[src/rtl/gabank_pkg.sv]
package gabank_pkg;
    parameter int unsigned WIN_N  = 4;
    parameter int unsigned BANK_W = 3;
    parameter int unsigned MODE_W = 2;
    parameter int unsigned VAL_W  = 5;
    parameter int unsigned DATA_W = 8;

    typedef struct packed {
        logic [MODE_W-1:0] mode;
        logic              lo_rom;
        logic              hi_rom;
        logic [BANK_W-1:0] cfg;
        logic              upper_disk;
        logic              pen_stb;
        logic              col_stb;
        logic              irq_clr;
        logic [VAL_W-1:0]  val;
    } ctrl_t;

    // Physical bank used for writes in window win under configuration cfg.
    function automatic logic [BANK_W-1:0] bank_of(input logic [BANK_W-1:0] cfg, input int win);
        logic [BANK_W-1:0] b;
        case (win)
            0: b = (cfg == 3'd2) ? 3'd4 : 3'd0;
            1: begin
                case (cfg)
                    3'd0, 3'd1: b = 3'd1;
                    3'd2:       b = 3'd5;
                    3'd3:       b = 3'd3;
                    default:    b = cfg;
                endcase
            end
            2: b = (cfg == 3'd2) ? 3'd6 : 3'd2;
            default: b = (cfg == 3'd1 || cfg == 3'd2 || cfg == 3'd3) ? 3'd7 : 3'd3;
        endcase
        return b;
    endfunction
endpackage

[src/rtl/gabank_io_decode.sv]
module gabank_io_decode
    import gabank_pkg::*;
(
    input  logic              clk,
    input  logic              rst_n,
    input  logic [15:0]       io_addr,
    input  logic              io_wr,
    input  logic              io_rd,
    input  logic [DATA_W-1:0] crtc_rdata,
    input  logic [DATA_W-1:0] pio_rdata,
    output logic              crtc_cs,
    output logic [1:0]        crtc_fn,
    output logic              pio_cs,
    output logic [1:0]        pio_port,
    output logic              ga_hit,
    output logic              rom_sel_wr,
    output logic [DATA_W-1:0] io_rdata
);
    logic io_cyc;
    logic crtc_rd;
    logic pio_rd;

    always_comb begin
        io_cyc     = io_wr | io_rd;
        crtc_cs    = io_cyc & ~io_addr[14];
        crtc_fn    = io_addr[9:8];
        pio_cs     = io_cyc & ~io_addr[11];
        pio_port   = io_addr[9:8];
        ga_hit     = io_cyc & (io_addr[15:14] == 2'b01);
        rom_sel_wr = io_wr & ~io_addr[13];
        crtc_rd    = io_rd & crtc_cs & crtc_fn[1];
        pio_rd     = io_rd & pio_cs;
        io_rdata   = {DATA_W{1'b1}};
        if (pio_rd)  io_rdata = io_rdata & pio_rdata;
        if (crtc_rd) io_rdata = io_rdata & crtc_rdata;
    end

    // with no reading device selected the bus floats high
    assert_rdata_idle_R8: assert property (@(posedge clk) disable iff (!rst_n)
        (!(io_rd && !io_addr[11]) && !(io_rd && !io_addr[14] && io_addr[9])) |-> (io_rdata == 8'hFF));
    // CRTC select only outside address bit 14
    assert_crtc_sel_R7: assert property (@(posedge clk) disable iff (!rst_n)
        crtc_cs |-> (!io_addr[14] && (io_wr || io_rd)));
endmodule

[src/rtl/gabank_wait_gen.sv]
module gabank_wait_gen #(
    parameter int unsigned PHASES = 4
) (
    input  logic clk,
    input  logic rst_n,
    output logic cpu_wait
);
    localparam int unsigned PH_W = $clog2(PHASES);

    logic [PH_W-1:0] phase_d, phase_q;

    always_comb begin
        phase_d = (phase_q == PH_W'(PHASES - 1)) ? '0 : phase_q + 1'b1;
    end

    always_ff @(posedge clk) begin
        if (!rst_n) phase_q <= '0;
        else        phase_q <= phase_d;
    end

    assign cpu_wait = (phase_q != '0);

    // a released cycle is always followed by a waited one
    assert_wait_gap_R11: assert property (@(posedge clk) disable iff (!rst_n)
        !cpu_wait |=> cpu_wait);
    // each release closes a run of three waited cycles
    assert_wait_run_R11: assert property (@(posedge clk) disable iff (!rst_n)
        $fell(cpu_wait) |-> ($past(cpu_wait, 2) && $past(cpu_wait, 3)));
endmodule

[src/rtl/gabank_ctrl_regs.sv]
module gabank_ctrl_regs
    import gabank_pkg::*;
(
    input  logic              clk,
    input  logic              rst_n,
    input  logic              ga_hit,
    input  logic [DATA_W-1:0] ga_byte,
    input  logic              exp128_en,
    input  logic              rom_sel_wr,
    input  logic [DATA_W-1:0] rom_sel_val,
    output ctrl_t             ctrl_q
);
    ctrl_t ctrl_d;

    always_comb begin
        ctrl_d         = ctrl_q;
        ctrl_d.pen_stb = 1'b0;
        ctrl_d.col_stb = 1'b0;
        ctrl_d.irq_clr = 1'b0;
        if (ga_hit) begin
            unique case (ga_byte[7:6])
                2'b00: begin
                    ctrl_d.pen_stb = 1'b1;
                    ctrl_d.val     = ga_byte[VAL_W-1:0];
                end
                2'b01: begin
                    ctrl_d.col_stb = 1'b1;
                    ctrl_d.val     = ga_byte[VAL_W-1:0];
                end
                2'b10: begin
                    ctrl_d.mode    = ga_byte[MODE_W-1:0];
                    ctrl_d.lo_rom  = ~ga_byte[2];
                    ctrl_d.hi_rom  = ~ga_byte[3];
                    ctrl_d.irq_clr = ga_byte[4];
                end
                default: begin
                    if (exp128_en) ctrl_d.cfg = ga_byte[BANK_W-1:0];
                end
            endcase
        end
        if (rom_sel_wr) ctrl_d.upper_disk = (rom_sel_val == 8'd7);
    end

    always_ff @(posedge clk) begin
        if (!rst_n) begin
            ctrl_q            <= '0;
            ctrl_q.mode       <= 2'd2;
            ctrl_q.lo_rom     <= 1'b1;
            ctrl_q.hi_rom     <= 1'b1;
        end else begin
            ctrl_q <= ctrl_d;
        end
    end

    // strobes never overlap
    assert_strobe_excl_R3: assert property (@(posedge clk) disable iff (!rst_n)
        $onehot0({ctrl_q.pen_stb, ctrl_q.col_stb, ctrl_q.irq_clr}));
    // the clear pulse traces back to a control byte with bit 4 set
    assert_irq_src_R4: assert property (@(posedge clk) disable iff (!rst_n)
        ctrl_q.irq_clr |-> $past(ga_hit && ga_byte[7:6] == 2'b10 && ga_byte[4]));
    // configuration is frozen without the expansion enable
    assert_cfg_locked_R5: assert property (@(posedge clk) disable iff (!rst_n)
        !exp128_en |=> $stable(ctrl_q.cfg));
endmodule

[src/rtl/gabank_ctrl.sv]
module gabank_ctrl
    import gabank_pkg::*;
(
    input  logic                    clk,
    input  logic                    rst_n,
    input  logic [15:0]             io_addr,
    input  logic [DATA_W-1:0]       io_wdata,
    input  logic                    io_wr,
    input  logic                    io_rd,
    input  logic                    exp128_en,
    input  logic [DATA_W-1:0]       crtc_rdata,
    input  logic [DATA_W-1:0]       pio_rdata,
    output logic                    pen_stb,
    output logic                    colour_stb,
    output logic [VAL_W-1:0]        ga_val,
    output logic [MODE_W-1:0]       next_mode,
    output logic                    irq_cnt_clr,
    output logic                    low_rom_en,
    output logic                    high_rom_en,
    output logic                    upper_disk,
    output logic [WIN_N*BANK_W-1:0] wr_bank,
    output logic [WIN_N-1:0]        rd_rom,
    output logic                    crtc_cs,
    output logic [1:0]              crtc_fn,
    output logic                    pio_cs,
    output logic [1:0]              pio_port,
    output logic [DATA_W-1:0]       io_rdata,
    output logic                    cpu_wait
);
    logic              ga_hit;
    logic              rom_sel_wr;
    logic [DATA_W-1:0] ga_byte;
    ctrl_t             ctrl_q;

    gabank_io_decode u_dec (
        .clk(clk), .rst_n(rst_n), .io_addr(io_addr), .io_wr(io_wr), .io_rd(io_rd),
        .crtc_rdata(crtc_rdata), .pio_rdata(pio_rdata),
        .crtc_cs(crtc_cs), .crtc_fn(crtc_fn), .pio_cs(pio_cs), .pio_port(pio_port),
        .ga_hit(ga_hit), .rom_sel_wr(rom_sel_wr), .io_rdata(io_rdata)
    );

    // The gate array ignores direction: on a read it sees the merged bus.
    assign ga_byte = io_rd ? io_rdata : io_wdata;

    gabank_ctrl_regs u_regs (
        .clk(clk), .rst_n(rst_n), .ga_hit(ga_hit), .ga_byte(ga_byte),
        .exp128_en(exp128_en), .rom_sel_wr(rom_sel_wr), .rom_sel_val(io_wdata),
        .ctrl_q(ctrl_q)
    );

    gabank_wait_gen #(.PHASES(4)) u_wait (
        .clk(clk), .rst_n(rst_n), .cpu_wait(cpu_wait)
    );

    assign pen_stb     = ctrl_q.pen_stb;
    assign colour_stb  = ctrl_q.col_stb;
    assign ga_val      = ctrl_q.val;
    assign next_mode   = ctrl_q.mode;
    assign irq_cnt_clr = ctrl_q.irq_clr;
    assign low_rom_en  = ctrl_q.lo_rom;
    assign high_rom_en = ctrl_q.hi_rom;
    assign upper_disk  = ctrl_q.upper_disk;

    for (genvar w = 0; w < WIN_N; w++) begin : g_win
        assign wr_bank[w*BANK_W +: BANK_W] = bank_of(ctrl_q.cfg, w);
        if (w == 0) begin : g_lo
            assign rd_rom[w] = ctrl_q.lo_rom;
        end else if (w == WIN_N - 1) begin : g_hi
            assign rd_rom[w] = ctrl_q.hi_rom;
        end else begin : g_mid
            assign rd_rom[w] = 1'b0;
        end
    end

    // traffic outside the gate-array range leaves its strobes low
    assert_ga_range_R2: assert property (@(posedge clk) disable iff (!rst_n)
        !((io_wr || io_rd) && io_addr[15:14] == 2'b01) |=> !(pen_stb || colour_stb || irq_cnt_clr));
    // middle windows always read RAM
    assert_mid_ram_R6: assert property (@(posedge clk) disable iff (!rst_n)
        rd_rom[2:1] == 2'b00);
    // banks move only after an enabled configuration byte
    assert_bank_hold_R5: assert property (@(posedge clk) disable iff (!rst_n)
        !(ga_hit && ga_byte[7:6] == 2'b11 && exp128_en) |=> $stable(wr_bank));
endmodule

[config.mk]
export PLATFORM = sky130hd
export DESIGN_NAME = gabank_ctrl
export DESIGN_NICKNAME = d
export VERILOG_FILES = /design/src/rtl/gabank_pkg.sv /design/src/rtl/gabank_io_decode.sv /design/src/rtl/gabank_wait_gen.sv /design/src/rtl/gabank_ctrl_regs.sv /design/src/rtl/gabank_ctrl.sv
export SDC_FILE = /design/constraint.sdc
export NUM_CORES = 1
export LEC_CHECK = 0
export BUFFER_PORTS_ARGS = -buffer_cell sky130_fd_sc_hd__buf_2
export CAP_MARGIN = 20
export CORE_ASPECT_RATIO = 1.75
export CORE_MARGIN = 1
export CORE_UTILIZATION = 30
export DETAILED_ROUTE_END_ITERATION = 10
export PLACE_DENSITY = 0.68
export SETUP_SLACK_MARGIN = 0.05
export SLEW_MARGIN = 20
export SYNTH_ARGS = -nofsm -noshare
export SYNTH_HDL_FRONTEND = slang
export SYNTH_SLANG_ARGS = --single-unit
[constraint.sdc]
create_clock -name clk -period 2.3 [get_ports clk]
set_clock_uncertainty 0.05 [all_clocks]
set_input_delay 0.115 -clock clk [delete_from_list [all_inputs] [get_ports clk]]
set_output_delay 0.115 -clock clk [all_outputs]
set_load 0.02 [all_outputs]
==> run summary <==
Min Hold Slack: 0.0917 ns
layout cells sized above 1: 38.5%
GRT Total Usage: 13.4%
placed insts: 244
Max Fclk: 683 MHz
Routed WL: 2810 um
Worst R2R Start: u_wait.phase_q[0]
row cnt: 30
Layout Nets: 248
total grt overflow: 0
critical path class: reg2out
non-filler cells, final: 248
Worst EP arrival: 1.30 ns
Synth Cell Area: 1250 sq um
commonest non-fill, non-tap cell in the layout: buf_2
hold worst-path end: u_regs.ctrl_q[8]
#FFs+latches synth: 18
CTS tree: built
antenna-violating nets left: 0
Die Span Y: 87.3 um
status: completed
# hold bufs at CTS: 0
P_leak: 0.767 nW
data required time of the critical path: 2.13 ns
Netlist cell types: 37
vias in the first global route: 1,041
Core Footprint: 3940 sq um
Hold Startpoint: io_wdata[5]
Max Root-Sink Buffers: 2
ANT cells: 0
total CTS buffers: 3
largest net degree at the start of global routing: 18
initial antenna violation count: 0
Final min period: 1.46 ns
Hold Path Class: in2reg
DIE AREA: 4430 sq um
reg2reg end: u_wait.phase_q[1]
effective utilization at floorplan: 31.7%
Main synth FF type: dfxtp_1
async set or reset register ratio after synthesis: 0%
# port buffers: 67
die width: 50.7 um
1st-iter DRT viols: 8
GP Congestion: 0.743
Worst Path Max Fanout: 5
Pwr Total: 0.782 mW
unrepaired setup endpoints after global routing: false
Resized Gates After CTS: 0
htree depth: 1
Setup Buffers After CTS: 0
residual DRC count: 0
R2R Setup Slk: 1.32 ns
DP HPWL: 2390 um
most frequent cells in the layout: 67 x buf_2, 18 x dfxtp_1, 16 x nor2_1
Clk Latency, worst-skew pair: 0.25 ns
Vias: 1,150
synth warn: 0
drt pass-1 iters: 4
final setup vio count: 0
Ports: 89
slowest CP cell: dfxtp_1
global-route wire length before repair: 4620 um
clk root buf: clkbuf_8
via density per instance: 4.64
clock-pin slew on the worst setup and hold paths: 0.07 ns
R2R depth: 3
critical path launch point: u_regs.ctrl_q[11]
maxcap violations: 0
register area share after synthesis: 28.9%
Min-Delay Path Depth: 4
P&R area growth vs syn: 22.5%
Max VDD drop: 247 uV
Post-Syn Area per Cell: 8.32 sq um
Post-synth EDFFs: 0
clk sink count: 18
final hold vios: 0
Sum Neg Setup Slack: 0 ns
Worst Setup Start Kind: register
slowest stage delay, CP: 0.38 ns
Syn Inst Count: 150
Area after DPL: 1470 sq um
PD cells: 512 nW/um^2
Slew Limit Fails: 0
crit-path cells: nor2_1, and2_1, or2_2, buf_2
wire length per cell: 11.3 um
crit end category: output port
Tcrit/Tclk final: 63.7%
design area: 1530 sq um
-- kinds of logic (layout without fill, tap and decap cells) --
| group | after synthesis | after routing | synth area share (%) |
|---|---|---|---|
| adder cells (fa/ha/maj) | 2 | 2 | 2.01 |
| multiplexers | 11 | 11 | 8.93 |
| other | 2 | 8 | 0.602 |
| AND/OR/NAND/NOR | 56 | 56 | 25.7 |
| AO/OA/AOI/OAI | 25 | 25 | 15.7 |
| flip-flops | 18 | 18 | 28.9 |
| buffers and inverters | 36 | 80 | 18.2 |
-- sequential cells by signal, summed over array words and instances, names as in the netlist --
register,flops
u_regs.ctrl_q,16
u_wait.phase_q,2
-- worst max-delay path, delay by kind of cell, from the launching register on --
family	cells	cell delay, ns
AND/OR/NAND/NOR	3	0.51
flip-flops	1	0.38
buffers and inverters	1	0.16
-- layer usage --
layer,share of wire (%),GRT usage [%],wire length [um],vias to the layer above
met5,0,0,0,-
met4,2.0,6.31,57,0
met3,4.8,0.873,135,6
met2,54,26.5,1520,47
met1,39,13.6,1100,515
li1,-,-,-,582
-- synthesized netlist by cell type, types with 3 or more instances --
library cell,instances,area (sq um)
buf_4,22,165
clkbuf_1,3,11.3
dfxtp_1,18,360
inv_1,9,33.8
mux2i_1,10,100
nand2_1,8,30.0
nand2b_1,7,43.8
nor2_1,16,60.1
nor3_1,4,20.0
nor3b_1,6,45.0
o21ai_0,3,15.0
o21ai_1,4,20.0
o22a_1,8,70.1
o22ai_1,3,18.8
-- final cells by class --
type                       count  area, sq um
tap                           48         60.1
multi-input combinational    102          683
inverter                       9         33.8
clock buffer                   4         55.1
sequential                    18          360
timing repair buffer          67          335
fill                         449         2410
-- where the power goes --
part           switching [mW]  leakage (nW)  internal, mW  total [mW]
clock network           0.104        0.0288         0.152       0.256
logic                   0.121         0.592        0.0767       0.197
registers             0.00625         0.146         0.323       0.329
total                   0.231         0.767         0.552       0.782
-- metrics by stage --
step | setup WS [ns] | utilization (%)
after floorplan | 1.07 | -
after global placement | 0.881 | 37.4
after detailed placement | 0.866 | 37.4
after CTS | 0.823 | 38.8
after global routing | 0.766 | 38.8
final | 0.836 | 38.8
-- worst max-delay path by stage --
stage | end | slack, ns | cells past startpoint
after floorplan | u_regs.ctrl_q[3] | 1.07 | 4
final | wr_bank[5] | 0.84 | 4
after detailed placement | u_regs.ctrl_q[13] | 0.87 | 5
after CTS | wr_bank[5] | 0.82 | 4
after global routing | wr_bank[5] | 0.77 | 4
after global placement | u_regs.ctrl_q[13] | 0.88 | 5
Power figures use the tool's default switching activity.
